## config.mk

```make
export PLATFORM = sky130hd
export DESIGN_NAME = sync_clk_divider
export DESIGN_NICKNAME = d
export VERILOG_FILES = /design/src/rtl/csd_pkg.sv /design/src/rtl/csd_sync_edge.sv /design/src/rtl/csd_ctrl.sv /design/src/rtl/csd_counter.sv /design/src/rtl/sync_clk_divider.sv
export SDC_FILE = /design/constraint.sdc
export NUM_CORES = 1
export LEC_CHECK = 0
export BUFFER_PORTS_ARGS = -buffer_cell sky130_fd_sc_hd__buf_2
export CORE_MARGIN = 2
export CORE_UTILIZATION = 45
export DETAILED_ROUTE_END_ITERATION = 7
export GPL_TIMING_DRIVEN = 0
export PLACE_DENSITY = 0.67
export SLEW_MARGIN = 15
export SYNTH_ARGS = -nofsm -noshare
export SYNTH_HDL_FRONTEND = slang
export SYNTH_SLANG_ARGS = --single-unit
```

## constraint.sdc

```tcl
create_clock -name clk -period 1.8 [get_ports clk]
set_clock_uncertainty 0.1 [all_clocks]
set_input_delay 0 -clock clk [delete_from_list [all_inputs] [get_ports clk]]
set_output_delay 0 -clock clk [all_outputs]
set_load 0.05 [all_outputs]
```

## src/rtl/csd_pkg.sv

```systemverilog
package csd_pkg;

   typedef enum logic {
      SYNC_EVERY = 1'b0,
      SYNC_FIRST = 1'b1
   } sync_mode_e;

   // Field offsets inside the configuration word, relative to the ratio width
   function automatic int en_bit(input int ratio_w);
      return ratio_w;
   endfunction

   function automatic int mode_bit(input int ratio_w);
      return ratio_w + 1;
   endfunction

endpackage

```

## src/rtl/csd_sync_edge.sv

```systemverilog
module csd_sync_edge #(
   parameter int STAGES = 2
) (
   input  logic clk,
   input  logic rst_n,
   input  logic async_in,
   output logic rise_o
);

   initial begin
      assert (STAGES >= 2) else $error("csd_sync_edge: STAGES must be at least 2");
   end

   // STAGES synchronizing flops plus one history flop for edge detection
   for (genvar i = 0; i <= STAGES; i++) begin : g_stg
      logic q;
      if (i == 0) begin : g_head
         always_ff @(posedge clk or negedge rst_n) begin
            if (!rst_n) q <= 1'b0;
            else        q <= async_in;
         end
      end else begin : g_tail
         always_ff @(posedge clk or negedge rst_n) begin
            if (!rst_n) q <= 1'b0;
            else        q <= g_stg[i-1].q;
         end
      end
   end

   assign rise_o = g_stg[STAGES-1].q & ~g_stg[STAGES].q;

   AST_RISE_SINGLE: assert property (@(posedge clk) disable iff (!rst_n)
      rise_o |=> !rise_o);

endmodule

```

## src/rtl/csd_ctrl.sv

```systemverilog
module csd_ctrl
   import csd_pkg::*;
#(
   parameter int RATIO_W = 3,
   localparam int CFG_W  = RATIO_W + 2
) (
   input  logic               clk,
   input  logic               rst_n,
   input  logic               cfg_we,
   input  logic [CFG_W-1:0]   cfg_wdata,
   input  logic               sync_rise,
   output logic [RATIO_W-1:0] ratio_code,
   output logic               sync_fire,
   output logic               armed,
   output logic               stab_en
);

   localparam int EN_B   = en_bit(RATIO_W);
   localparam int MODE_B = mode_bit(RATIO_W);

   logic [RATIO_W-1:0] ratio_q;
   logic               en_q;
   sync_mode_e         mode_q;
   logic               armed_q;

   always_ff @(posedge clk or negedge rst_n) begin
      if (!rst_n) begin
         ratio_q <= '0;
         en_q    <= 1'b0;
         mode_q  <= SYNC_EVERY;
      end else if (cfg_we) begin
         ratio_q <= cfg_wdata[RATIO_W-1:0];
         en_q    <= cfg_wdata[EN_B];
         mode_q  <= sync_mode_e'(cfg_wdata[MODE_B]);
      end
   end

   // A write re-arms; an applied first-only alignment disarms
   always_ff @(posedge clk or negedge rst_n) begin
      if (!rst_n)                                armed_q <= 1'b0;
      else if (cfg_we)                           armed_q <= 1'b1;
      else if (sync_fire && mode_q == SYNC_FIRST) armed_q <= 1'b0;
   end

   assign sync_fire  = sync_rise & en_q & ((mode_q == SYNC_EVERY) | armed_q);
   assign ratio_code = ratio_q;
   assign armed      = armed_q;
   assign stab_en    = |ratio_q;

   AST_WRITE_ARMS: assert property (@(posedge clk) disable iff (!rst_n)
      cfg_we |=> armed);

   AST_FIRST_DISARM: assert property (@(posedge clk) disable iff (!rst_n)
      (sync_fire && mode_q == SYNC_FIRST && !cfg_we) |=> !armed);

   AST_STAB_ON_WRITE: assert property (@(posedge clk) disable iff (!rst_n)
      !$stable(stab_en) |-> $past(cfg_we));

endmodule

```

## src/rtl/csd_counter.sv

```systemverilog
module csd_counter #(
   parameter int RATIO_W = 3
) (
   input  logic               clk,
   input  logic               rst_n,
   input  logic [RATIO_W-1:0] ratio_code,
   input  logic               sync_fire,
   output logic               strobe
);

   logic [RATIO_W-1:0] cnt_q;
   logic [RATIO_W-1:0] act_q;
   logic               wrap;

   assign wrap = (cnt_q == act_q);

   // The active ratio is reloaded only at a wrap or a sync reset
   always_ff @(posedge clk or negedge rst_n) begin
      if (!rst_n) begin
         cnt_q <= '0;
         act_q <= '0;
      end else if (sync_fire || wrap) begin
         cnt_q <= '0;
         act_q <= ratio_code;
      end else begin
         cnt_q <= cnt_q + 1'b1;
      end
   end

   assign strobe = wrap;

   AST_CNT_BOUND: assert property (@(posedge clk) disable iff (!rst_n)
      cnt_q <= act_q);

   AST_SYNC_RESTART: assert property (@(posedge clk) disable iff (!rst_n)
      (sync_fire && ratio_code != '0) |=> !strobe);

   AST_RATIO_HELD: assert property (@(posedge clk) disable iff (!rst_n)
      (!strobe && !sync_fire) |=> $stable(act_q));

endmodule

```

## src/rtl/sync_clk_divider.sv

```systemverilog
module sync_clk_divider #(
   parameter int RATIO_W     = 3,
   parameter int SYNC_STAGES = 2
) (
   input  logic               clk,
   input  logic               rst_n,
   input  logic               cfg_we,
   input  logic [RATIO_W+1:0] cfg_wdata,
   input  logic               sync_in,
   output logic               div_strobe,
   output logic               stab_en,
   output logic               sync_armed
);

   localparam int MAX_RATIO = 1 << RATIO_W;

   initial begin
      assert (RATIO_W >= 1 && RATIO_W <= 8)
         else $error("sync_clk_divider: RATIO_W out of range");
      assert (MAX_RATIO >= 2)
         else $error("sync_clk_divider: divider needs at least two ratios");
   end

   logic               sync_rise;
   logic               sync_fire;
   logic [RATIO_W-1:0] ratio_code;

   csd_sync_edge #(.STAGES(SYNC_STAGES)) u_edge (
      .clk      (clk),
      .rst_n    (rst_n),
      .async_in (sync_in),
      .rise_o   (sync_rise)
   );

   csd_ctrl #(.RATIO_W(RATIO_W)) u_ctrl (
      .clk        (clk),
      .rst_n      (rst_n),
      .cfg_we     (cfg_we),
      .cfg_wdata  (cfg_wdata),
      .sync_rise  (sync_rise),
      .ratio_code (ratio_code),
      .sync_fire  (sync_fire),
      .armed      (sync_armed),
      .stab_en    (stab_en)
   );

   csd_counter #(.RATIO_W(RATIO_W)) u_cnt (
      .clk        (clk),
      .rst_n      (rst_n),
      .ratio_code (ratio_code),
      .sync_fire  (sync_fire),
      .strobe     (div_strobe)
   );

   AST_UNITY_EVERY: assert property (@(posedge clk) disable iff (!rst_n)
      ($past(ratio_code) == '0 && $past(div_strobe)) |-> div_strobe);

endmodule

```

* Yosys cells after proc, flatten, opt, wreduce, memory -nomap -nowiden *
Index checks and enable logic that the tools add are counted.

word-level totals
  input port bits = 9
  flip-flop bits (word level) = 15

operators by class
  bitwise gates (word level) = 6
  add/subtract/negate cells = 1
  equal/unequal tests = 1
  reductions and logical operators = 4
  muxes and demuxes = 3

operators with widths
  kind                   number
  $add A3 B1 Y3 const B  1
  $and A1 B1 Y1          3
  $eq A3 B3 Y1           1
  $mux W3                1
  $reduce_or A3 Y1       1
  $mux W1                2
  $not A1 Y1             2
  $reduce_bool A2 Y1     1
  $logic_and A1 B1 Y1    1
  $logic_or A1 B1 Y1     1
  $or A1 B1 Y1           1

* Logic depth before layout (Yosys ltp) *
  word-level depth = 7
  depth in mapped cells = 3

* By module *
A second synthesis with hierarchy kept.

unflattened totals
  cells, all modules = 55
  area, all modules = 705.7 um2

by module, submodules not included
  module         area an instance (um2)  cells each  instances
  csd_counter    347.8                   33          1
  csd_ctrl       269.0                   18          1
  csd_sync_edge  88.8                    4           1

* Least setup slack after synthesis *
OpenSTA, ideal clock, no wires.

  path type = register to output
  from = register u_cnt.cnt_q[0]
  to = output div_strobe
  stages on the path, launching flop included = 3
  arrival = 1675 ps
  path slack = 25 ps
  data required time = 1700 ps
  cell sequence = dfrtp_1 xor2_1 nor3_1

between the ends
  cells in the longest elaborated chain, start to end = 1

RTL lines
  item                    RTL line                source
  from (decl)             csd_counter.sv:11       logic [RATIO_W-1:0] cnt_q;
  from (signal assigned)  csd_counter.sv:26       cnt_q <= cnt_q + 1'b1;
  $eq A3 B3 Y1            csd_counter.sv:15       assign wrap = (cnt_q == act_q);
  to (decl)               sync_clk_divider.sv:10  output logic div_strobe,

No other way between the ends.

* Final worst setup path *
  from = register u_cnt.cnt_q[0]
  to = register u_cnt.act_q[2]

between the ends
  cells in the longest elaborated chain, start to end = 2

RTL lines
  item                  RTL line           source
  $eq A3 B3 Y1          csd_counter.sv:15
  $logic_or A1 B1 Y1    csd_counter.sv:22  end else if (sync_fire || wrap) begin
  to (signal assigned)  csd_counter.sv:24  act_q <= ratio_code;
  to (decl)             csd_counter.sv:12  logic [RATIO_W-1:0] act_q;

No other way between the ends.
A chain may end at the register's enable or synchronous reset.

==> out/metrics.yaml <==
outcome: "finished clean"
synthTopCellsByCount: "dfrtp_1, mux2_2, nor2_1, xor2_1"
p_leak_nw: 0.338
first_pass_iters: 3
path_class: "reg2reg"
clock_latency_ns: 0.28
die_w_um: 40.5
required_ns: 1.87
cp_max_fo: 6
synth_area_um2: 601
yosys.area.top_type: "dfrtp_1"
start_util_pct: 47.3
nNetsFinal: 72
setup_viol_count_final: 0
core_mm2: 0.00127
maxCapViolations: 0
syn_area_per_cell_um2: 15.0
drc: 0
n_fill_cell: 104
io_buffers: 10
route.antenna.remaining_nets: 0
async_flop_share_pct: 100
die_h_um: 40.5
finalSetupTns_ns: 0
grt_pass1_vias: 392
dp_cells: 65
rsz0062_at_grt: "no"
fin_cells: 76
finalHoldViolations: 0
tightest_slew_ns: 0.330
antenna_found_initial: 0
mappedNetlistNets: 50
slew_headroom_pct: 78.0
via_per_inst: 4.86
ys_types: 15
critPathArrivalTime_ns: 1.64
cp-end-kind: "flop"
path_cells: "xor2_1 -> o32ai_4 -> mux2_2"
ys_ff_latch: 15
slew_viol_final: 0
num_rows: 13
ctsResizeCount: 0
power.density_mw_per_mm2: 1440
hpwl_um: 701
wirelength_um: 938
clock_path_buffers: 2
cts_buffers: 3
ys_seq_area_share_pct: 62.5
ctsRootBufferMaster: "clkbuf_4"
ff_latch_area_um2: 375
postSynthCellCount: 40
diodes: 0
die_area_mm2: 0.00164
cts_sinks: 15
clkTransAtPathRegs_ns: 0.08
ioPinCount: 12
critPathMaxStageDelay_ns: 0.42
drive_gt1_share_pct: 36.1
synthTopCellsByArea: "dfrtp_1, mux2_2, o32ai_4"
drtIter0Drc: 8
wire_per_inst_um: 12.3
grt_first_pass_wirelength_um: 1580
period_minus_slack_ns: 1.57
grt_overflow_total: 0
multi_input_area_um2: 218
cts_max_level: 1
synth.most_common_cell: "dfrtp_1"
grt_use_total_pct: 15.4
finalCritPeriodShare_pct: 87.3
gp_congestion: 0.644
power_mw: 1.10
min_path_type: "in2reg"
fmax_mhz: 637
yosys.area.top_type_share_pct: 62.5
synth_edf_count: 0
vias: 369
vdd.ir_drop.worst_mv: 0.624
cts_tree: "built"
slowest_stage: "dfrtp_1"
yosys_warnings: 0
startpoint_type: "flop"
grt_max_degree: 16
syn_to_final_growth_pct: 27.5
synth_ff_type: "dfrtp_1"
[path summary, 6_finish.rpt]
kind | from | end | cells past startpoint | slack [ns]
max in group asynchronous | rst_n | u_cnt.cnt_q[1]$_DFF_PN0_ | 2 | 1.31
worst min register to register | u_edge.g_stg[0].q$_DFF_PN0_ | u_edge.g_stg[1].q$_DFF_PN0_ | 0 | 0.26
min in group asynchronous | rst_n | u_cnt.act_q[0]$_DFFE_PN0P_ | 2 | 0.04
worst min-delay path | cfg_we | u_ctrl.armed$_DFFE_PN0P_ | 2 | 0.003
worst max register to register | u_cnt.cnt_q[0]$_DFF_PN0_ | u_cnt.act_q[2]$_DFFE_PN0P_ | 3 | 0.23
worst max-delay path | u_cnt.cnt_q[0]$_DFF_PN0_ | u_cnt.act_q[2]$_DFFE_PN0P_ | 3 | 0.23
[power by group]
part	total [mW]	switching [mW]	internal [mW]	leakage (nW)
Combinational	0.436	0.243	0.192	0.148
Clock	0.181	0.0948	0.0859	0.0150
Sequential	0.486	0.0633	0.423	0.175
Total	1.10	0.401	0.702	0.338
[sequential cells by signal, indices dropped and copies added, names as in the netlist]
signal,count
u_cnt.cnt_q,3
u_ctrl.ratio_code,3
u_ctrl.en_q,1
u_edge.g_stg.q,3
u_cnt.act_q,3
u_ctrl.mode_q,1
u_ctrl.armed,1
[stage by stage]
step                area, um^2  util, %  hold WS, ns  worst slack (ns)
CTS                        766     60.4      0.00771             0.212
floorplan                  601        -       -0.396            0.0248
global route               766     60.4      0.00639             0.163
detailed placement         669     52.8       -0.184             0.220
global placement           669     52.8       -0.200             0.251
finish                     766     60.4      0.00278             0.229
[critical path, delay by kind of cell, from the launching register on]
kind	cells	cell delay, ns
xor+xnor	1	0.19
mux	1	0.38
flops	1	0.42
compound gates	1	0.38
[logic make-up after synthesis]
kind of cell	Yosys count	synth area share [%]
compound gates	2	5.83
buf+inv	2	1.25
simple gates	8	7.50
mux	8	15.0
flops	15	62.5
fa+ha+maj	1	2.08
xor+xnor	4	5.83
[cell usage in the layout, fill, tap and decap left out]
master,synthesis,routed
nor2b_1,1,1
or3_1,1,1
ha_1,1,1
nand4b_1,1,1
nand3b_1,1,1
mux2_2,8,8
dlygate4sd3_1,0,7
o32ai_4,1,1
nor2_1,3,3
clkbuf_4,0,3
a21o_1,1,1
clkbuf_1,1,2
xor2_1,3,3
inv_1,1,1
nor3_1,1,1
buf_2,0,10
xnor2_1,1,1
dfrtp_1,15,15
[metal layers]
metal  track usage, %  wire length (um)
met5                0                 0
met4             10.0                 7
met3             3.33                35
met2             25.0               498
met1             18.3               396
[repair_timing]
item | in CTS | in global routing
hold endpoints to repair | 21 | 0
setup buffers | 0 | 0
hold buffers | 7 | 0
[cell type report]
class | instances | share of cell area (%)
sequential | 15 | 49.0
multi-input combinational | 23 | 28.4
timing repair buffer | 17 | 15.7
clock buffer | 4 | 3.43
tap | 15 | 2.45
buffer | 1 | 0.490
inverter | 1 | 0.490
Note: power is estimated with default switching activity, not from simulation.
